File: src/rtl/txq_pkg.sv
package txq_pkg;

   localparam int unsigned SLOT_BYTES = 2;

   // refill watermark in free 16-bit transfer slots
   function automatic int unsigned wmark_slots(input logic [1:0] code);
      case (code)
         2'b00:   return 8;
         2'b01:   return 16;
         2'b10:   return 32;
         default: return 48;
      endcase
   endfunction

   // transmit start point in bytes of the current frame
   function automatic int unsigned start_point(input logic [1:0] code);
      case (code)
         2'b00:   return 4;
         2'b01:   return 16;
         2'b10:   return 64;
         default: return 112;
      endcase
   endfunction

   localparam int unsigned WMARK_MAX = 48;
   localparam int unsigned START_MAX = 112;

endpackage

File: src/rtl/txq_store.sv
module txq_store #(
   parameter int unsigned DEPTH  = 128,
   parameter int unsigned FILL_W = $clog2(DEPTH) + 1
) (
   input  logic              clk,
   input  logic              rst_n,
   input  logic              wr_en,
   input  logic [15:0]       wr_data,
   input  logic              wr_hi_vld,
   input  logic              wr_last,
   input  logic              rd_en,
   output logic [7:0]        rd_data,
   output logic              rd_last,
   output logic [FILL_W-1:0] fill,
   output logic              wr_room,
   output logic              rd_avail,
   output logic              wr_take,
   output logic [1:0]        wr_nb,
   output logic              err_ovf,
   output logic              err_udf
);
   localparam int unsigned AW = $clog2(DEPTH);

   initial begin
      assert ((1 << AW) == DEPTH) else $error("txq_store: DEPTH must be a power of two");
      assert (DEPTH >= 4) else $error("txq_store: DEPTH too small");
   end

   logic [8:0]        mem [DEPTH];
   logic [AW-1:0]     wp_q, rp_q, wp_nx1;
   logic [FILL_W-1:0] free_b, fill_q;
   logic [1:0]        need_b;
   logic              wr_fit, rd_take;

   always_comb begin
      free_b  = FILL_W'(DEPTH) - fill_q;
      need_b  = wr_hi_vld ? 2'd2 : 2'd1;
      wr_fit  = free_b >= FILL_W'(need_b);
      wr_take = wr_en & wr_fit;
      wr_nb   = wr_take ? need_b : 2'd0;
      rd_take = rd_en & (fill_q != '0);
      wp_nx1  = wp_q + AW'(1);
   end

   // byte storage: low byte at wp, optional high byte at wp+1
   always_ff @(posedge clk) begin
      if (wr_take) begin
         mem[wp_q] <= {wr_last & ~wr_hi_vld, wr_data[7:0]};
         if (wr_hi_vld)
            mem[wp_nx1] <= {wr_last, wr_data[15:8]};
      end
   end

   always_ff @(posedge clk) begin
      if (!rst_n) begin
         wp_q    <= '0;
         rp_q    <= '0;
         fill_q  <= '0;
         err_ovf <= 1'b0;
         err_udf <= 1'b0;
      end else begin
         if (wr_take) wp_q <= wp_q + AW'(wr_nb);
         if (rd_take) rp_q <= rp_q + AW'(1);
         fill_q <= fill_q + FILL_W'(wr_nb) - FILL_W'(rd_take);
         if (wr_en && !wr_fit) err_ovf <= 1'b1;
         if (rd_en && fill_q == '0) err_udf <= 1'b1;
      end
   end

   assign fill     = fill_q;
   assign rd_data  = mem[rp_q][7:0];
   assign rd_last  = mem[rp_q][8];
   assign wr_room  = free_b >= FILL_W'(2);
   assign rd_avail = fill_q != '0;

   // level never exceeds capacity
   a_r2_fill_bound: assert property (@(posedge clk) disable iff (!rst_n)
      fill_q <= FILL_W'(DEPTH));
   // rejected write leaves level untouched
   a_r8_blocked_write: assert property (@(posedge clk) disable iff (!rst_n)
      (wr_en && !wr_fit && !rd_en) |=> (fill_q == $past(fill_q)));
   a_r8_ovf_sticky: assert property (@(posedge clk) disable iff (!rst_n)
      err_ovf |=> err_ovf);
   // empty read leaves level at zero
   a_r9_empty_read: assert property (@(posedge clk) disable iff (!rst_n)
      (rd_en && fill_q == '0 && !wr_en) |=> (fill_q == '0));
   a_r9_udf_sticky: assert property (@(posedge clk) disable iff (!rst_n)
      err_udf |=> err_udf);

endmodule

File: src/rtl/txq_refill.sv
module txq_refill
   import txq_pkg::*;
#(
   parameter int unsigned DEPTH     = 128,
   parameter int unsigned FILL_W    = $clog2(DEPTH) + 1,
   parameter bit          REFILL_REG = 1'b0
) (
   input  logic              clk,
   input  logic              rst_n,
   input  logic [FILL_W-1:0] fill,
   input  logic [1:0]        wmark_sel,
   output logic              refill_req
);
   localparam int unsigned SLOTS_TOTAL = DEPTH / SLOT_BYTES;

   initial begin
      assert (WMARK_MAX <= SLOTS_TOTAL) else $error("txq_refill: watermark exceeds capacity");
   end

   logic [FILL_W-1:0] free_slots;
   logic              hit;

   always_comb begin
      free_slots = (FILL_W'(DEPTH) - fill) >> 1;
      hit        = 32'(free_slots) >= wmark_slots(wmark_sel);
   end

   generate
      if (REFILL_REG) begin : g_reg
         logic req_q;
         always_ff @(posedge clk) begin
            if (!rst_n) req_q <= 1'b1;
            else        req_q <= hit;
         end
         assign refill_req = req_q;
      end else begin : g_comb
         assign refill_req = hit;
         // a full FIFO never asks for data, an empty one always does
         a_r4_full_quiet: assert property (@(posedge clk) disable iff (!rst_n)
            (fill == FILL_W'(DEPTH)) |-> !refill_req);
         a_r4_empty_asks: assert property (@(posedge clk) disable iff (!rst_n)
            (fill == '0) |-> refill_req);
      end
   endgenerate

endmodule

File: src/rtl/txq_launch.sv
module txq_launch
   import txq_pkg::*;
#(
   parameter int unsigned CNT_W = 12
) (
   input  logic             clk,
   input  logic             rst_n,
   input  logic             wr_take,
   input  logic [1:0]       wr_nb,
   input  logic             wr_last,
   input  logic [1:0]       start_sel,
   input  logic             tx_ack,
   output logic             tx_start,
   output logic [CNT_W-1:0] frame_bytes
);
   localparam logic [CNT_W-1:0] CNT_MAX = '1;

   initial begin
      assert ((1 << CNT_W) > START_MAX) else $error("txq_launch: CNT_W too narrow");
   end

   logic [CNT_W-1:0] cnt_q, cnt_add;
   logic             done_q, flight_q, start_c;

   always_comb begin
      cnt_add = (cnt_q > CNT_MAX - CNT_W'(wr_nb)) ? CNT_MAX : cnt_q + CNT_W'(wr_nb);
      start_c = done_q | (32'(cnt_q) >= start_point(start_sel));
   end

   always_ff @(posedge clk) begin
      if (!rst_n) begin
         cnt_q    <= '0;
         done_q   <= 1'b0;
         flight_q <= 1'b0;
      end else if (tx_ack && start_c) begin
         done_q <= 1'b0;
         if (done_q) begin
            // frame was complete: a same-cycle write opens the next frame
            cnt_q    <= wr_take ? CNT_W'(wr_nb) : '0;
            done_q   <= wr_take & wr_last;
            flight_q <= 1'b0;
         end else begin
            cnt_q    <= '0;
            flight_q <= ~(wr_take & wr_last);
         end
      end else if (wr_take) begin
         if (flight_q) begin
            if (wr_last) flight_q <= 1'b0;
         end else begin
            cnt_q <= cnt_add;
            if (wr_last) done_q <= 1'b1;
         end
      end
   end

   assign tx_start    = start_c;
   assign frame_bytes = cnt_q;

   // start holds until acknowledged (unless the start code itself moves)
   a_r7_start_hold: assert property (@(posedge clk) disable iff (!rst_n)
      (tx_start && !tx_ack) |=> (tx_start || start_sel != $past(start_sel)));
   // acknowledgement empties the frame count
   a_r7_ack_clear: assert property (@(posedge clk) disable iff (!rst_n)
      (tx_ack && tx_start && !wr_take) |=> (frame_bytes == '0));
   // completed frame forces start
   a_r6_done_start: assert property (@(posedge clk) disable iff (!rst_n)
      (wr_take && wr_last && !flight_q && !tx_ack) |=> tx_start);

endmodule

File: src/rtl/txq_mark_ctrl.sv
module txq_mark_ctrl
   import txq_pkg::*;
#(
   parameter int unsigned DEPTH      = 128,
   parameter int unsigned CNT_W      = 12,
   parameter bit          REFILL_REG = 1'b0,
   localparam int unsigned FILL_W    = $clog2(DEPTH) + 1
) (
   input  logic              clk,
   input  logic              rst_n,
   input  logic              wr_en,
   input  logic [15:0]       wr_data,
   input  logic              wr_hi_vld,
   input  logic              wr_last,
   output logic              wr_room,
   input  logic              rd_en,
   output logic [7:0]        rd_data,
   output logic              rd_last,
   output logic              rd_avail,
   input  logic [1:0]        wmark_sel,
   input  logic [1:0]        start_sel,
   input  logic              tx_ack,
   output logic              refill_req,
   output logic              tx_start,
   output logic [FILL_W-1:0] fill_level,
   output logic [CNT_W-1:0]  frame_bytes,
   output logic              err_ovf,
   output logic              err_udf
);
   logic       wr_take;
   logic [1:0] wr_nb;

   txq_store #(.DEPTH(DEPTH), .FILL_W(FILL_W)) u_store (
      .clk, .rst_n, .wr_en, .wr_data, .wr_hi_vld, .wr_last, .rd_en,
      .rd_data, .rd_last, .fill(fill_level), .wr_room, .rd_avail,
      .wr_take, .wr_nb, .err_ovf, .err_udf
   );

   txq_refill #(.DEPTH(DEPTH), .FILL_W(FILL_W), .REFILL_REG(REFILL_REG)) u_refill (
      .clk, .rst_n, .fill(fill_level), .wmark_sel, .refill_req
   );

   txq_launch #(.CNT_W(CNT_W)) u_launch (
      .clk, .rst_n, .wr_take, .wr_nb, .wr_last, .start_sel, .tx_ack,
      .tx_start, .frame_bytes
   );

   // a paired read and two-byte write nets one byte
   a_r10_paired: assert property (@(posedge clk) disable iff (!rst_n)
      (wr_en && wr_hi_vld && wr_room && rd_en && rd_avail)
      |=> (fill_level == $past(fill_level) + FILL_W'(1)));

endmodule

File: config.mk
export PLATFORM = sky130hd
export DESIGN_NAME = txq_mark_ctrl
export DESIGN_NICKNAME = d
export VERILOG_FILES = /design/src/rtl/txq_pkg.sv /design/src/rtl/txq_store.sv /design/src/rtl/txq_refill.sv /design/src/rtl/txq_launch.sv /design/src/rtl/txq_mark_ctrl.sv
export SDC_FILE = /design/constraint.sdc
export NUM_CORES = 2
export LEC_CHECK = 0
export BUFFER_PORTS_ARGS = -buffer_cell sky130_fd_sc_hd__buf_4
export CORE_MARGIN = 3
export CORE_UTILIZATION = 40
export DETAILED_ROUTE_END_ITERATION = 10
export PLACE_DENSITY = 0.61
export SLEW_MARGIN = 15
export SYNTH_ARGS = -nofsm -noshare
export SYNTH_HDL_FRONTEND = slang
export SYNTH_HIERARCHICAL = 1
export SYNTH_SLANG_ARGS = --single-unit
File: constraint.sdc
create_clock -name clk -period 4.6 [get_ports clk]
set_clock_uncertainty 0.05 [all_clocks]
set_input_delay 1.15 -clock clk [delete_from_list [all_inputs] [get_ports clk]]
set_output_delay 1.15 -clock clk [all_outputs]
set_load 0.05 [all_outputs]
# Yosys cells after proc, flatten, opt, wreduce, memory -nomap -nowiden
# Memory sizes are Yosys's and may differ from the RTL's. A register that Yosys moved wholly into a read port is not among the register bits.
# Index checks and enable logic that the tools add are counted.
# Widths: inputs -> output; s select.
[word_totals]
reg_bits = 38
ram_bits = 1152
inputBits = 27
output_inout_bits = 35
word_cells = 73
mem_count = 1
[classes]
n_addsub = 8
magnitude_cmp = 5
n_eq_ne = 5
mux = 27
bitwise = 7
n_reduce_logical = 12
[memory_table]
columns = ["memory", "words", "width", "rd", "rd_ports_with_merged_regs", "write_ports", "line", "text"]
rows = [
  ["u_store.mem", 128, 9, 1, 1, 2, "txq_store.sv:29", "logic [8:0] mem [DEPTH];"],
]
[ops]
columns = ["operator", "count"]
rows = [
  ["$mux 12", 5],
  ["$pmux 7 s3", 1],
  ["$pmux 6 s3", 1],
  ["$mux 1", 15],
  ["$add 7x1->7 const B", 2],
  ["$mux 7", 2],
  ["$add 12x2->12", 1],
  ["$ge 12x7->1", 1],
  ["$gt 12x12->1", 1],
  ["$add 8x2->8", 1],
  ["$ge 8x2->1", 1],
  ["$ge 8x2->1 const B", 1],
  ["$logic_not 8->1", 1],
  ["$reduce_bool 8->1", 1],
  ["$sub 8x1->8", 1],
  ["$sub 8x8->8 const A", 1],
  ["$add 7x2->7", 1],
  ["$ge 7x6->1", 1],
  ["$mux 2", 3],
  ["$and 1x1->1", 4],
  ["$eq 2x1->1 const B", 2],
  ["$eq 2x2->1 const B", 2],
  ["$logic_not 2->1", 2],
  ["$reduce_bool 2->1", 2],
  ["other kinds (8)", 11],
]

# Depth between registers and ports, before layout
[depth]
ltp_word = 10
ltp_mapped = 18
ltp_nobuf = 16

# By module
# The synthesis kept the hierarchy.
[by_module_without_submodules]
columns = ["module", "n_inst", "cells_per_inst", "area_each_um2", "seq_area_each_um2"]
rows = [
  ["txq_store", 1, 4104, 63253.2, 35213.8],
  ["txq_launch", 1, 122, 1051.0, 280.3],
  ["txq_refill", 1, 29, 202.7, 0.0],
]

# Worst setup path after synthesis
# OpenSTA, ideal clock, no wires.
[synth_path]
path_type = "in2reg"
start = "input port wr_hi_vld"
end = "register u_store.fill_q[7], in the netlist u_store/fill[7]"
setup_ps = 72
t_arrival_ps = 4816
t_required_ps = 4478
path_slack_ps = -337
stages = 18
path_buffers = 3
cell_sequence = "inv_1 clkbuf_1 ha_1 nand2b_1 a21oi_1 a41oi_1 clkbuf_1 nand2_1 clkbuf_1 ha_1 inv_1 ha_1 a21o_1 a21oi_1 o21bai_1 a2111oi_0 a221o_1 mux2i_1"
[synth_between]
elab_chain_len = 6
[synth_rtl]
columns = ["item", "line", "text"]
rows = [
  ["start, declared", "txq_mark_ctrl.sv:13", "input logic wr_hi_vld,"],
  ["$mux 2", "txq_store.sv:37", "need_b = wr_hi_vld ? 2'd2 : 2'd1;"],
  ["$ge 8x2->1", "txq_store.sv:38", "wr_fit = free_b >= FILL_W'(need_b);"],
  ["$and 1x1->1", "txq_store.sv:39", "wr_take = wr_en & wr_fit;"],
  ["named net wr_take", "txq_mark_ctrl.sv:30", "logic wr_take;"],
  ["$mux 2", "txq_store.sv:40", "wr_nb = wr_take ? need_b : 2'd0;"],
  ["$add 8x2->8", "txq_store.sv:64", "fill_q <= fill_q + FILL_W'(wr_nb) - FILL_W'(rd_take);"],
  ["$sub 8x1->8", "txq_store.sv:64", ""],
  ["end signal, assigned", "txq_store.sv:64", ""],
  ["end, declared", "txq_store.sv:31", "logic [FILL_W-1:0] free_b, fill_q;"],
]
# The timed path passes the listed nets, and every way through them passes these cells.
# A chain may end at the register's enable or synchronous reset.

==> results.yml <==
clock_network:
  cts_buffers: 133
  htreeDepth: 4
  cts.sinks: 1197
  clkLatencyLatePin_ps: 790
  clkSlewWorstSetupHoldPaths_ps: 60
  cts-root-buf: "clkbuf_16"
  max-clock-path-buffers: 3
  cts_tree: "yes"
timing:
  timing.final.crit_period_ps: 4910
  slew_headroom_pct: 13.8
  fmax_ghz: 0.204
  hold_viol: 0
  finalSetupViolations: 9
  worst_pin_slew_ps: 1280
  slew_violations: 0
  rsz0062_at_grt: "yes"
  period_share_pct: 107
  setup_ws_ps: -308
worst_hold_path:
  hold_depth: 1
  hp-class: "flop to flop"
  hold_start: "u_store/err_udf"
  whs_endpoint: "u_store/err_udf"
setup_path:
  worst_r2r_endpoint: "u_store/fill[7]"
  r2r-start: "u_store/fill[0]"
  r2r_slack_ps: 460
  cp_slowest_stage_delay_ps: 540
  endpoint_kind: "output pin"
  worstPathCellList: "buf_12 > buf_12 > buf_8 > buf_6 > mux4_2 > a221oi_4 > buf_4 > o22ai_4 > nor3_4 > buf_6 > o221ai_4 > buf_6"
  start_kind: "flop"
  worst-r2r-cell-count: 15
  critPathArrivalTime_ps: 3710
  crit_type: "flop to output pin"
  required_ps: 3400
  slowest_stage: "mux4_2"
  cp_common_cell: "buf_6"
  cp_max_fo: 6
power:
  ir_drop_mv: 0.524
  leakagePower_nw: 22.9
  total_power_mw: 28.1
  p_per_area_nw_per_um2: 378
place:
  port-buffer-count: 61
  pre_cts_slack_ps: -187
  dp_cells: 6333
  place_congestion: 0.909
  hpwl_um: 126000
  place_area_um2: 68800
finish:
  finalInstanceArea_um2: 74200
  nets: 4415
  stdcell_count: 6600
  drive_gt1_share_pct: 48.6
  area_growth_pct: 15.1
  insertedDiodeCount: 0
  mostFrequentLayoutCell: "edfxtp_1"
  final_cell_mix: "edfxtp_1, mux2_2, buf_4, mux4_2, clkbuf_16"
grt:
  grt_usage_pct: 23.5
  antenna_found_initial: 1
  grt_pass1_wl_um: 290000
  grt.overflow.total: 0
  grt_pass1_vias: 40400
  grt_max_degree: 111
floorplan:
  row_count: 146
  core-area_um2: 159000
  ios: 62
  die_h_um: 408
  die-area_um2: 166000
  initial_core_util_pct: 40.5
  die_x_um: 408
synth:
  async_flop_share_pct: 0
  synth-main-ff-cell: "edfxtp_1"
  ys_ff_latch: 1197
  yosysWarnings: 6
  synth_cells: 4255
  syn_nets: 4318
  ys_seq_area_share_pct: 55.0
  synth_area_um2: 64500
  avgSynthCellArea_um2: 15.2
  synth_edf_count: 1152
  ys_types: 86
detailed_routing:
  via_per_inst: 6.13
  routedWlPerCell_um: 30.2
  vias: 40500
  drt.antenna.violating_nets: 0
  post-route-drc-count: 0
  wirelength_um: 199000
  initialDrtViolationCount: 4779
  dr.pass1.iters: 6
run_status:
  violations: "negative setup slack"
  status: "finished with violations"
flow_run:
  cap_violations: 0
[layer usage]
layer  vias up  track usage (%)  share of wire, %
met3       325             4.18               8.0
met5         -                0                 0
li1      17200                -                 -
met2      1826             36.7                46
met1     21200             33.3                43
met4         0             7.67               3.2
[flip-flops by register name, summed over array words and instances, names as in the netlist, named ones only]
name                  count
u_store/err_ovf           1
u_store/mem            1152
u_store/wp_q              7
u_store/err_udf           1
u_store/rp_q              7
u_store/fill              8
u_launch/flight_q         1
u_launch/frame_bytes     12
u_launch/done_q           1
[synth_stat cells (5+ instances only)]
master / number / area [um2]
a2111oi_2: 5 / 75.1
a21boi_0: 104 / 781
a21oi_1: 29 / 145
a221o_1: 19 / 190
a221oi_1: 19 / 166
a22o_1: 18 / 158
a22oi_1: 91 / 683
a31oi_1: 5 / 31.3
and2_1: 16 / 100
and3_1: 14 / 87.6
buf_1: 33 / 124
buf_2: 47 / 235
buf_4: 27 / 203
buf_6: 8 / 90.1
clkbuf_1: 343 / 1290
dfxtp_1: 45 / 901
edfxtp_1: 1152 / 34600
ha_1: 33 / 413
inv_1: 37 / 139
mux2_1: 21 / 236
mux2_2: 1060 / 11900
mux2_4: 16 / 240
mux2i_1: 78 / 781
mux4_2: 216 / 4860
nand2_1: 74 / 278
nand2b_1: 19 / 119
nand3_1: 113 / 566
nand3_2: 13 / 130
nand3b_1: 7 / 52.6
nand4_1: 10 / 62.6
nor2_1: 64 / 240
nor2b_1: 14 / 87.6
nor3_1: 20 / 100
nor3_4: 109 / 1770
nor4_1: 9 / 56.3
o21a_1: 34 / 255
o21ai_0: 143 / 716
o221ai_1: 27 / 236
o22ai_1: 59 / 369
or3_1: 5 / 31.3
xnor2_1: 12 / 105
xor2_1: 7 / 61.3
[worst max-delay path, delay by kind of cell (launching register included)]
family / cells / cell delay [ps]
compound gates: 3 / 610
buf+inv: 7 / 1070
flops: 1 / 390
mux: 1 / 540
simple gates: 1 / 280
[cells by family after synthesis]
kind of cell	count (synthesis)	synth area share (%)
mux	1391	28.0
flops	1197	55.0
compound gates	592	6.47
buf+inv	497	3.27
simple gates	521	6.18
fa+ha+maj	36	0.733
xor+xnor	21	0.326
[how the worst max path moves through the flow]
stage	startpoint	to	slack (ps)
2_1_floorplan	wr_hi_vld	u_store/fill[7]	10
5_1_grt	flop	rd_data[7]	-350
3_3_place_gp	flop	rd_data[7]	-170
6_report	flop	rd_data[7]	-310
4_1_cts	flop	rd_data[7]	-320
3_5_place_dp	flop	rd_data[7]	-190
[per-stage QoR]
stage               TNS [ps]  utilization [%]  hold slack (ps)
finish                 -2080             46.6              436
global route           -2650             46.6              468
CTS                    -2320             46.5              444
detailed placement      -365             43.2              426
global placement        -377             43.2              421
floorplan                  0                -              414
[report_power, final]
group	leakage, nW	switching [mW]	internal [mW]	total, mW
registers	10.7	0.111	12.0	12.1
logic	10.2	3.09	2.48	5.57
clock network	2.03	4.54	5.82	10.4
total	22.9	7.74	20.3	28.1
[final cells by class]
cell class                 instances  area (um2)
timing repair buffer             422        4080
sequential                      1197       35500
tap                             2146        2690
clock buffer                     171        3570
inverter                          37         139
multi-input combinational       2561       27700
fill                           14000       85100
clock inverter                    66         596
[timing repair]
| item | CTS | global route |
|---|---|---|
| hold endpoints to repair | 0 | 0 |
| setup endpoints to repair | 9 | 9 |
| setup buffers | 24 | 3 |
| hold buffers | 0 | 0 |
| cloned | 6 | 1 |
| gates resized for setup | 145 | 10 |
| pin swaps | 26 | 11 |
(Power assumes the default switching activity.)
